**src/rtl/ocp_pkg.sv**
```systemverilog
package ocp_pkg;

    typedef enum logic [1:0] {
        ST_OFF     = 2'd0,
        ST_CAPTURE = 2'd1,
        ST_SETTLE  = 2'd2,
        ST_ARMED   = 2'd3
    } setup_state_e;

endpackage

```
**src/rtl/ocp_thr_select.sv**
```systemverilog
module ocp_thr_select #(
    parameter int DROP_W     = 12,
    parameter int THR_W      = 10,
    parameter int MIN_THR    = 50,
    parameter int MAX_THR    = 500,
    parameter int HI_THR     = 400,
    parameter int BASE_CYC   = 550,
    parameter int SPAN_CYC   = 100,
    parameter int STEP_NUM   = 13,
    parameter int STEP_SHIFT = 6,
    parameter int LEN_W      = 10
) (
    input  logic [DROP_W-1:0] drop_code,
    input  logic              hi_supply,
    input  logic              no_resistor,
    output logic [THR_W-1:0]  thr_sel,
    output logic [LEN_W-1:0]  len_sel
);

    localparam int PROD_W = THR_W + 8;
    localparam logic [DROP_W-1:0] MIN_D  = DROP_W'(MIN_THR);
    localparam logic [DROP_W-1:0] MAX_D  = DROP_W'(MAX_THR);
    localparam logic [THR_W-1:0]  HI_T   = THR_W'(HI_THR);
    localparam logic [THR_W-1:0]  MAX_T  = THR_W'(MAX_THR);
    localparam logic [PROD_W-1:0] SPAN_P = PROD_W'(SPAN_CYC);
    localparam logic [PROD_W-1:0] NUM_P  = PROD_W'(STEP_NUM);
    localparam logic [LEN_W-1:0]  BASE_L = LEN_W'(BASE_CYC);

    logic [DROP_W-1:0] third;
    logic [DROP_W-1:0] clamped;
    logic [PROD_W-1:0] prod;
    logic [PROD_W-1:0] step;
    logic [PROD_W-1:0] extra;

    // one third of the resistor drop, forced into the legal window
    always_comb begin
        third = drop_code / DROP_W'(3);
        if (third < MIN_D)
            clamped = MIN_D;
        else if (third > MAX_D)
            clamped = MAX_D;
        else
            clamped = third;
    end

    // fixed level wins over the missing-resistor fallback
    always_comb begin
        if (hi_supply)
            thr_sel = HI_T;
        else if (no_resistor)
            thr_sel = MAX_T;
        else
            thr_sel = THR_W'(clamped);
    end

    // setup length grows with the threshold, capped at base + span
    always_comb begin
        prod  = PROD_W'(thr_sel) * NUM_P;
        step  = prod >> STEP_SHIFT;
        extra = (step > SPAN_P) ? SPAN_P : step;
        len_sel = BASE_L + LEN_W'(extra);
    end

endmodule

```
**src/rtl/ocp_setup_seq.sv**
```systemverilog
module ocp_setup_seq
    import ocp_pkg::*;
#(
    parameter int THR_W   = 10,
    parameter int LEN_W   = 10,
    parameter int MIN_THR = 50,
    parameter int MAX_THR = 500,
    parameter int HI_THR  = 400
) (
    input  logic             clk,
    input  logic             rst_n,
    input  logic             supply_ok,
    input  logic             hi_supply,
    input  logic [THR_W-1:0] thr_sel,
    input  logic [LEN_W-1:0] len_sel,
    output logic [THR_W-1:0] thr_q,
    output logic             setup_done
);

    localparam logic [THR_W-1:0] HI_T  = THR_W'(HI_THR);
    localparam logic [THR_W-1:0] MIN_T = THR_W'(MIN_THR);
    localparam logic [THR_W-1:0] MAX_T = THR_W'(MAX_THR);

    setup_state_e     state_q, state_d;
    logic [LEN_W-1:0] len_q;
    logic [LEN_W-1:0] cnt_q;

    always_ff @(posedge clk or negedge rst_n) begin
        if (!rst_n)
            state_q <= ST_OFF;
        else
            state_q <= state_d;
    end

    always_comb begin
        state_d = state_q;
        unique case (state_q)
            ST_OFF:     if (supply_ok) state_d = ST_CAPTURE;           // power_seen
            ST_CAPTURE: state_d = supply_ok ? ST_SETTLE : ST_OFF;      // begin_count
            ST_SETTLE: begin
                if (!supply_ok)
                    state_d = ST_OFF;                                  // supply_lost
                else if (cnt_q == len_q - LEN_W'(1))
                    state_d = ST_ARMED;                                // count_done
            end
            ST_ARMED:   if (!supply_ok) state_d = ST_OFF;              // supply_lost
            default:    state_d = ST_OFF;
        endcase
    end

    // threshold, setup length and counter
    always_ff @(posedge clk or negedge rst_n) begin
        if (!rst_n) begin
            thr_q <= '0;
            len_q <= '0;
            cnt_q <= '0;
        end else begin
            unique case (state_q)
                ST_OFF: ;
                ST_CAPTURE: begin
                    thr_q <= thr_sel;
                    len_q <= len_sel;
                    cnt_q <= '0;
                end
                ST_SETTLE: begin
                    cnt_q <= cnt_q + LEN_W'(1);
                    if (hi_supply) thr_q <= HI_T;
                end
                ST_ARMED: begin
                    if (hi_supply) thr_q <= HI_T;
                end
                default: ;
            endcase
        end
    end

    always_comb setup_done = (state_q == ST_ARMED);

    p_thr_hold_r4: assert property (@(posedge clk) disable iff (!rst_n)
        (state_q != ST_CAPTURE && !hi_supply) |=> $stable(thr_q));

    p_thr_range_r3: assert property (@(posedge clk) disable iff (!rst_n)
        setup_done |-> (thr_q >= MIN_T && thr_q <= MAX_T));

    p_hi_level_r6: assert property (@(posedge clk) disable iff (!rst_n)
        (state_q != ST_OFF && hi_supply) |=> (thr_q == HI_T));

    p_done_drop_r9: assert property (@(posedge clk) disable iff (!rst_n)
        !supply_ok |=> !setup_done);

    p_done_after_count_r2: assert property (@(posedge clk) disable iff (!rst_n)
        $rose(setup_done) |-> $past(state_q == ST_SETTLE));

endmodule

```
**src/rtl/ocp_trip_detect.sv**
```systemverilog
module ocp_trip_detect #(
    parameter int THR_W = 10
) (
    input  logic             clk,
    input  logic             rst_n,
    input  logic             armed,
    input  logic             ls_on,
    input  logic             cyc_strobe,
    input  logic [THR_W-1:0] sense_code,
    input  logic [THR_W-1:0] thr_code,
    output logic             oc_trip
);

    logic fault_now;
    logic fault_seen_q;
    logic pend_q;
    logic cycle_bad;

    always_comb begin
        fault_now = ls_on && (sense_code > thr_code);
        cycle_bad = fault_seen_q || fault_now;
    end

    always_ff @(posedge clk or negedge rst_n) begin
        if (!rst_n) begin
            fault_seen_q <= 1'b0;
            pend_q       <= 1'b0;
            oc_trip      <= 1'b0;
        end else if (!armed) begin
            fault_seen_q <= 1'b0;
            pend_q       <= 1'b0;
            oc_trip      <= 1'b0;
        end else begin
            oc_trip <= 1'b0;
            if (cyc_strobe) begin
                fault_seen_q <= 1'b0;
                if (cycle_bad) begin
                    if (pend_q) begin
                        oc_trip <= 1'b1;
                        pend_q  <= 1'b0;
                    end else begin
                        pend_q <= 1'b1;
                    end
                end else begin
                    pend_q <= 1'b0;
                end
            end else if (fault_now) begin
                fault_seen_q <= 1'b1;
            end
        end
    end

    p_trip_single_r8: assert property (@(posedge clk) disable iff (!rst_n)
        oc_trip |=> !oc_trip);

    p_trip_on_strobe_r8: assert property (@(posedge clk) disable iff (!rst_n)
        oc_trip |-> $past(cyc_strobe));

    p_trip_armed_r9: assert property (@(posedge clk) disable iff (!rst_n)
        oc_trip |-> $past(armed));

    p_trip_after_pend_r8: assert property (@(posedge clk) disable iff (!rst_n)
        $rose(oc_trip) |-> $past(pend_q));

endmodule

```
**src/rtl/ocp_thr_guard.sv**
```systemverilog
module ocp_thr_guard #(
    parameter int DROP_W     = 12,
    parameter int THR_W      = 10,
    parameter int MIN_THR    = 50,
    parameter int MAX_THR    = 500,
    parameter int HI_THR     = 400,
    parameter int BASE_CYC   = 550,
    parameter int SPAN_CYC   = 100,
    parameter int STEP_NUM   = 13,
    parameter int STEP_SHIFT = 6
) (
    input  logic              clk,
    input  logic              rst_n,
    input  logic              supply_ok,
    input  logic              hi_supply,
    input  logic              no_resistor,
    input  logic [DROP_W-1:0] drop_code,
    input  logic              ls_on,
    input  logic              cyc_strobe,
    input  logic [THR_W-1:0]  sense_code,
    output logic [THR_W-1:0]  thr_code,
    output logic              setup_done,
    output logic              oc_trip
);

    localparam int LEN_W = $clog2(BASE_CYC + SPAN_CYC + 1);

    logic [THR_W-1:0] thr_sel;
    logic [LEN_W-1:0] len_sel;

    ocp_thr_select #(
        .DROP_W(DROP_W), .THR_W(THR_W), .MIN_THR(MIN_THR), .MAX_THR(MAX_THR),
        .HI_THR(HI_THR), .BASE_CYC(BASE_CYC), .SPAN_CYC(SPAN_CYC),
        .STEP_NUM(STEP_NUM), .STEP_SHIFT(STEP_SHIFT), .LEN_W(LEN_W)
    ) u_select (
        .drop_code  (drop_code),
        .hi_supply  (hi_supply),
        .no_resistor(no_resistor),
        .thr_sel    (thr_sel),
        .len_sel    (len_sel)
    );

    ocp_setup_seq #(
        .THR_W(THR_W), .LEN_W(LEN_W), .MIN_THR(MIN_THR),
        .MAX_THR(MAX_THR), .HI_THR(HI_THR)
    ) u_seq (
        .clk       (clk),
        .rst_n     (rst_n),
        .supply_ok (supply_ok),
        .hi_supply (hi_supply),
        .thr_sel   (thr_sel),
        .len_sel   (len_sel),
        .thr_q     (thr_code),
        .setup_done(setup_done)
    );

    ocp_trip_detect #(
        .THR_W(THR_W)
    ) u_detect (
        .clk       (clk),
        .rst_n     (rst_n),
        .armed     (setup_done),
        .ls_on     (ls_on),
        .cyc_strobe(cyc_strobe),
        .sense_code(sense_code),
        .thr_code  (thr_code),
        .oc_trip   (oc_trip)
    );

endmodule

```
**config.mk**
```make
export PLATFORM = sky130hd
export DESIGN_NAME = ocp_thr_guard
export DESIGN_NICKNAME = d
export VERILOG_FILES = /design/src/rtl/ocp_pkg.sv /design/src/rtl/ocp_thr_select.sv /design/src/rtl/ocp_setup_seq.sv /design/src/rtl/ocp_trip_detect.sv /design/src/rtl/ocp_thr_guard.sv
export SDC_FILE = /design/constraint.sdc
export NUM_CORES = 1
export LEC_CHECK = 0
export BUFFER_PORTS_ARGS = -buffer_cell sky130_fd_sc_hd__buf_2
export CORE_MARGIN = 2
export CORE_UTILIZATION = 59
export CTS_CLUSTER_DIAMETER = 40
export DETAILED_ROUTE_END_ITERATION = 8
export GPL_TIMING_DRIVEN = 0
export PLACE_DENSITY_LB_ADDON = 0.05
export SYNTH_ARGS = -nofsm -noshare
export SYNTH_HDL_FRONTEND = slang
export SYNTH_SLANG_ARGS = --single-unit
```
**constraint.sdc**
```tcl
create_clock -name clk -period 4.6 [get_ports clk]
set_clock_uncertainty 0.1 [all_clocks]
set_input_delay 0.69 -clock clk [delete_from_list [all_inputs] [get_ports clk]]
set_output_delay 0.69 -clock clk [all_outputs]
set_load 0.1 [all_outputs]
```
==> results of run 1 <==
==> how the worst max path moves through the flow <==
stage                     slack [ns]        endpoint
after floorplan                -2.41  u_seq.len_q[6]
after global placement         -3.25  u_seq.len_q[6]
after detailed placement       -3.39  u_seq.len_q[0]
after CTS                      -2.50  u_seq.len_q[0]
after global routing           -2.78  u_seq.len_q[1]
final                          -2.53  u_seq.len_q[6]
==> cells in the mapped netlist (3+ instances only) <==
master and count:
or2_2 3, buf_4 3, o22a_1 4, a21o_1 3, nor3b_1 6, o221ai_1 3
inv_1 61, a21oi_1 38, o22ai_1 13, or3b_1 3, nor4_1 3, fa_1 6
nand4_1 9, o21a_1 13, a211oi_1 6, o32ai_4 3, a211o_1 3, a31oi_1 10
o211a_1 4, o211ai_1 7, nand2_1 60, o21ai_0 31, a22o_1 6, or3_1 3
nor2b_1 9, nand2b_1 11, a311oi_1 3, and3_1 8, xor2_1 20, buf_6 3
and2_1 5, a22oi_1 3, xnor2_1 13, ha_1 39, nand3_1 30, nor2_1 43
dfrtp_1 35, mux2i_1 5, o32a_1 5, nor3_1 13, a32oi_1 3, clkbuf_1 24
o32ai_1 4, nand3b_1 5
==> cell families after synthesis <==
logic type | Yosys count | share of synthesized area (%)
fa+ha+maj | 46 | 12.4
flops | 35 | 17.6
xor+xnor | 35 | 6.58
compound gates | 196 | 30.4
simple gates | 227 | 23.9
mux | 6 | 1.23
buf+inv | 94 | 7.78
other cells | 2 | 0.151
==> flip-flops by register name (all words and copies together), names as in the netlist <==
name	cells
u_detect.fault_seen_q	1
u_detect.oc_trip	1
u_detect.pend_q	1
u_seq.cnt_q	10
u_seq.len_q	10
u_seq.state_q	2
u_seq.thr_q	10
==> final cells by class <==
type	instances	area (sq um)	area share [%]
Multi-Input combinational cell	513	4250	66.8
Sequential cell	35	876	13.8
Timing Repair Buffer	90	619	9.73
Inverter	61	231	3.64
Buffer	31	168	2.63
Tap cell	105	131	2.06
Clock buffer	6	72.6	1.14
Clock inverter	2	12.5	0.197
==> stage by stage <==
step,cells,TNS (ns),utilization [%],setup WS (ns)
final,843,-20.48,77.5,-2.53
after global routing,843,-22.40,77.5,-2.78
after CTS,831,-20.14,74.8,-2.50
after detailed placement,785,-29.99,67.1,-3.39
after global placement,785,-28.28,67.1,-3.25
after floorplan,642,-19.06,-,-2.41
==> routing by layer <==
layer	part of all wire [%]	global-route usage (%)	vias to the layer above
li1	-	-	2547
met1	44	47.1	2605
met2	45	53.7	273
met3	7.9	5.32	54
met4	2.5	7.50	0
met5	0	0	-
==> power groups by stage <==
stage / clock [W] / sequential (W) / combinational [W]
5_1_grt: 0.000238 / 0.000444 / 0.00172
3_5_place_dp: 0 / 0.000440 / 0.00134
2_1_floorplan: 0 / 0.000571 / 0.000928
3_3_place_gp: 0 / 0.000436 / 0.00130
4_1_cts: 0.000223 / 0.000433 / 0.00148
6_report: 0.000220 / 0.000436 / 0.00160
==> timing repair <==
item / in CTS / in global routing
buffers inserted: 38 / 14
hold buffers: 0 / 0
gates resized for setup: 47 / 37
endpoints found under the setup margin: 13 / 11
pin swaps: 40 / 23
==> critical path: cells and delay by family <==
kind,cells,cell delay (ns)
adder cells (fa/ha/maj),4,1.29
AO/OA/AOI/OAI,10,2.26
buffers and inverters,7,0.56
AND/OR/NAND/NOR,12,2.40
==> flow_summary.yaml, run 1 <==
worst_setup_path:
  crit_path_start_kind: "input port"
  crit_arrival_ns: 7.24
  reg2reg_depth: 15
  crit_slowest_cell: "fa_1"
  critPathCaptureType: "register"
  r2r-end: "u_detect.pend_q"
  worstReg2RegStart: "u_seq.thr_q[1]"
  path_max_fanout: 10
  startpoint: "drop_code[9]"
  critPathKind: "in2reg"
  max_stage_delay_ns: 0.51
  cp.required_ns: 4.71
  rrSetupSlack_ns: 1.64
pwr:
  power.leakage_nw: 2.74
  p_clk_share_pct: 9.7
  pwr_density_cell_nw_per_um2: 354
  p_switching_w: 0.00115
  pwr-share-comb_pct: 70.9
  p_int_w: 0.00110
  ir_drop_mv: 0.297
  pwr-share-seq_pct: 19.4
  total_power_w: 0.00225
  p_sw_share_pct: 51.0
synthesis:
  yosysWarnings: 0
  synth_cell_type_count: 95
  avgSynthCellArea_sq_um: 7.77
  synth_top_area_share_pct: 17.6
  yosys.area.top_type: "dfrtp_1"
  synth_edf_count: 0
  synth_top_flop_cell: "dfrtp_1"
  ys_async_sr_fraction_pct: 100
  ys_seq_area_share_pct: 17.6
  syn_inst: 641
  synth-seq-cells: 35
  syn-cell-area_sq_um: 4980
  synth_area_leaders: "dfrtp_1 18%, ha_1 9.8%, inv_1 4.6%"
floorplanning:
  die_w_microns: 95.9
  placementRows: 33
  ios: 41
  start_util_pct: 60.6
  dieArea_sq_um: 9200
  core_sq_um: 8220
  chipHeight_microns: 95.9
global_route:
  grt_pass1_vias: 5039
  grt_pass1_wl_mm: 24.4
  grt_max_degree: 36
  grt_antenna_before_repair: 0
  gr-usage-all-layers_pct: 33.3
  gr-total-overflow: 0
drt:
  ant_nets: 0
  wl_mm: 15.5
  firstDrtPassIters: 7
  vias: 5479
  viasPerCell: 6.50
  wl_per_cell_microns: 18.4
  drc_errors: 0
  drt_iter0_drc: 509
cells_and_area:
  final_cell_mix: "55 x inv_1, 52 x nand2_1, 52 x buf_4"
  drive_above_1_share_pct: 28.7
  area_growth_pct: 27.7
  final_nets: 811
  layout_commonest_cell: "inv_1"
  fillerInstances: 594
  antenna_cells: 0
  fin_area_sq_um: 6360
timing:
  finalMaxSlewViolations: 0
  rsz0062_at_grt: "true"
  hold_viol_final: 0
  relSlewSlack_pct: 14.5
  period_minus_slack_ns: 7.13
  fmax_ghz: 0.140
  finalHoldWorstSlack_ns: 0.359
  setup_viol: 9
  worst_slew_pin_slew_ns: 1.25
  period_share_pct: 155
  fin_ws_ns: -2.53
clock_network:
  clkSinkCount: 35
  ctsRootBufferMaster: "clkbuf_8"
  clock_latency_ns: 0.29
  htree_levels: 2
  clk_path_buf_depth: 2
  clk_pin_slew_ns: 0.08
  numCtsBuffers: 5
  cts_tree: "built"
worst_hold_path:
  hp-class: "in2async"
placed_design:
  dp_hpwl_mm: 10.8
  port_buffers: 38
  dpl_cell_area_sq_um: 5510
  gp_congestion: 0.974
outcome:
  violations: "negative setup slack"
  status: "complete, but fails checks"
job:
  cap_viol_max_count: 0
Power figures use the tool's default switching activity.
==> run 2: changes to the inputs <==
--- a/config.mk
+++ b/config.mk
@@ -6,6 +6,7 @@
 export NUM_CORES = 1
 export LEC_CHECK = 0
 export BUFFER_PORTS_ARGS = -buffer_cell sky130_fd_sc_hd__buf_2
+export CAP_MARGIN = 20
 export CORE_MARGIN = 2
 export CORE_UTILIZATION = 59
 export CTS_CLUSTER_DIAMETER = 40
==> constraint.sdc (replaced) <==
create_clock -name clk -period 4.6 [get_ports clk]
set_clock_uncertainty 0.1 [all_clocks]
set_input_delay 0.23 -clock clk [delete_from_list [all_inputs] [get_ports clk]]
set_output_delay 0.23 -clock clk [all_outputs]
set_load 0.1 [all_outputs]
==> flow_summary.yaml, run 2 (synthesized netlist as in run 1, its figures left out) <==
worst_setup_path:
  reg2reg_depth: 15
  max_stage_delay_ns: 0.54
  cp.required_ns: 4.67
  critPathCaptureType: "register"
  rrSetupSlack_ns: 1.67
  crit_slowest_cell: "fa_2"
  worstReg2RegStart: "u_seq.thr_q[1]"
  critPathKind: "in2reg"
  crit_path_start_kind: "input port"
  path_delay_family: "compound AO/OA/AOI/OAI gates"
  critPathBufInv: 5
  path_max_fanout: 6
  crit_arrival_ns: 6.80
  r2r-end: "u_detect.pend_q"
cells_and_area:
  fillerInstances: 596
  top_regs: "u_seq.cnt_q x10, u_seq.len_q x10, u_seq.thr_q x10"
  antenna_cells: 0
  final_cell_mix: "55 x nand2_1, 54 x inv_1, 42 x buf_4"
  drive_above_1_share_pct: 26.9
  ff_latch_area_sq_um: 876
  fin_area_sq_um: 6360
  final_nets: 805
  area_growth_pct: 27.7
  multi_input_area_sq_um: 4290
  layout_commonest_cell: "nand2_1"
clock_network:
  htree_levels: 2
  clk_path_buf_depth: 2
  cts_tree: "built"
  numCtsBuffers: 5
  clkSinkCount: 35
  ctsRootBufferMaster: "clkbuf_8"
  clock_latency_ns: 0.28
  clk_pin_slew_ns: 0.07
pwr:
  p_clk_share_pct: 9.7
  pwr-share-seq_pct: 19.8
  p_sw_share_pct: 51.3
  pwr-share-comb_pct: 70.5
  power.leakage_nw: 2.71
  p_switching_w: 0.00113
  pwr_density_cell_nw_per_um2: 346
  p_int_w: 0.00107
  ir_drop_mv: 0.306
timing:
  finalHoldWorstSlack_ns: 0.0540
  relSlewSlack_pct: 18.5
  setup_viol: 8
  hold_viol_final: 0
  worst_slew_pin_slew_ns: 1.19
  rsz0062_at_grt: "true"
  finalMaxSlewViolations: 0
  fmax_ghz: 0.149
  tns_ns: -16.79
  period_minus_slack_ns: 6.72
  fin_ws_ns: -2.12
  period_share_pct: 146
placed_design:
  gp_congestion: 0.967
  dpl_cell_area_sq_um: 5510
  dp_hpwl_mm: 10.4
  port_buffers: 38
floorplanning:
  chipHeight_microns: 95.9
  dieArea_sq_um: 9200
  start_util_pct: 60.6
  ios: 41
  die_w_microns: 95.9
  placementRows: 33
  core_sq_um: 8220
worst_hold_path:
  hold_depth: 2
  worstHoldEndpoint: "u_detect.fault_seen_q"
  hp-class: "in2reg"
  hp-start: "cyc_strobe"
global_route:
  grt_pass1_wl_mm: 23.7
  grt_pass1_vias: 4915
  gr-usage-all-layers_pct: 32.3
  grt_antenna_before_repair: 0
  gr-total-overflow: 0
  grt_max_degree: 36
drt:
  ant_nets: 0
  drc_errors: 0
  viasPerCell: 6.49
  wl_mm: 15.0
  drt_iter0_drc: 492
  firstDrtPassIters: 7
  wl_per_cell_microns: 18.0
  vias: 5436
job:
  cap_viol_max_count: 0
outcome:
  violations: "negative setup slack"
  status: "complete, but fails checks"
==> run 2: changes by cell type in the layout (fill, tap and decap cells not counted), sizes merged <==
| cell | before | now |
|---|---|---|
| dlygate4sd3 | 0 | 1 |
| o311ai | 2 | 3 |
| buf | 100 | 89 |
| clkbuf | 27 | 30 |
==> run 2: worst reg2reg max path, cell delays in order (launching register included) <==
cell and delay [ns]:
dfrtp_1 0.40, inv_1 0.06, ha_1 0.28, nor2b_1 0.13, o21a_1 0.16, o21a_1 0.17, o21a_1 0.16, o21a_1 0.16
o21a_1 0.17, o21a_1 0.16, o21a_1 0.15, o21ai_0 0.14, nand2b_1 0.07, a31oi_1 0.23, nor3b_1 0.08, o21a_1 0.18
==> run 2: per-layer routing <==
metal	track usage, %	wire length, microns	up-vias
li1	-	-	2526
met1	47.1	6860	2583
met2	49.4	6660	284
met3	4.15	1160	43
met4	10.6	355	0
met5	0	0	-
==> run 2: layout make-up <==
class | count | area share [%]
inverters | 61 | 3.60
plain buffers | 31 | 2.79
clock inverters | 2 | 0.197
multi-input cells | 514 | 67.5
well taps | 105 | 2.06
flip-flops and latches | 35 | 13.8
clock buffers | 6 | 1.14
repair buffers | 83 | 8.99
==> run 2: worst max path at each step <==
stage	slack [ns]	cells past startpoint	start	to
floorplan	-1.95	31	drop_code[8]	u_seq.len_q[6]
global placement	-2.78	29	drop_code[10]	u_seq.len_q[6]
detailed placement	-2.89	29	drop_code[10]	u_seq.len_q[3]
CTS	-2.09	34	drop_code[9]	u_seq.len_q[6]
global route	-2.30	31	drop_code[7]	u_seq.len_q[3]
finish	-2.12	33	drop_code[11]	u_seq.len_q[3]
==> run 2: repair_timing <==
action | CTS | global route
resized for setup | 33 | 45
pin swaps | 35 | 29
hold buffers | 1 | 0
setup buffers | 36 | 8
endpoints found under the hold margin | 35 | 0
cloned | 1 | 0
endpoints found under the setup margin | 9 | 9
==> run 2: power by group through the flow <==
stage / Combinational, W / Clock, W / Sequential (W)
after CTS: 0.00145 / 0.000216 / 0.000434
final: 0.00155 / 0.000214 / 0.000436
after global routing: 0.00168 / 0.000231 / 0.000444
after floorplan: 0.000928 / 0 / 0.000571
after global placement: 0.00130 / 0 / 0.000435
after detailed placement: 0.00134 / 0 / 0.000440
==> run 2: through the flow <==
step	total power, W	setup slack (ns)	instances	util, %
6_report	0.00220	-2.12	837	77.4
3_3_place_gp	0.00173	-2.78	785	67.1
4_1_cts	0.00210	-2.09	831	74.2
5_1_grt	0.00236	-2.30	837	77.4
3_5_place_dp	0.00178	-2.89	785	67.1
2_1_floorplan	0.00150	-1.95	642	-
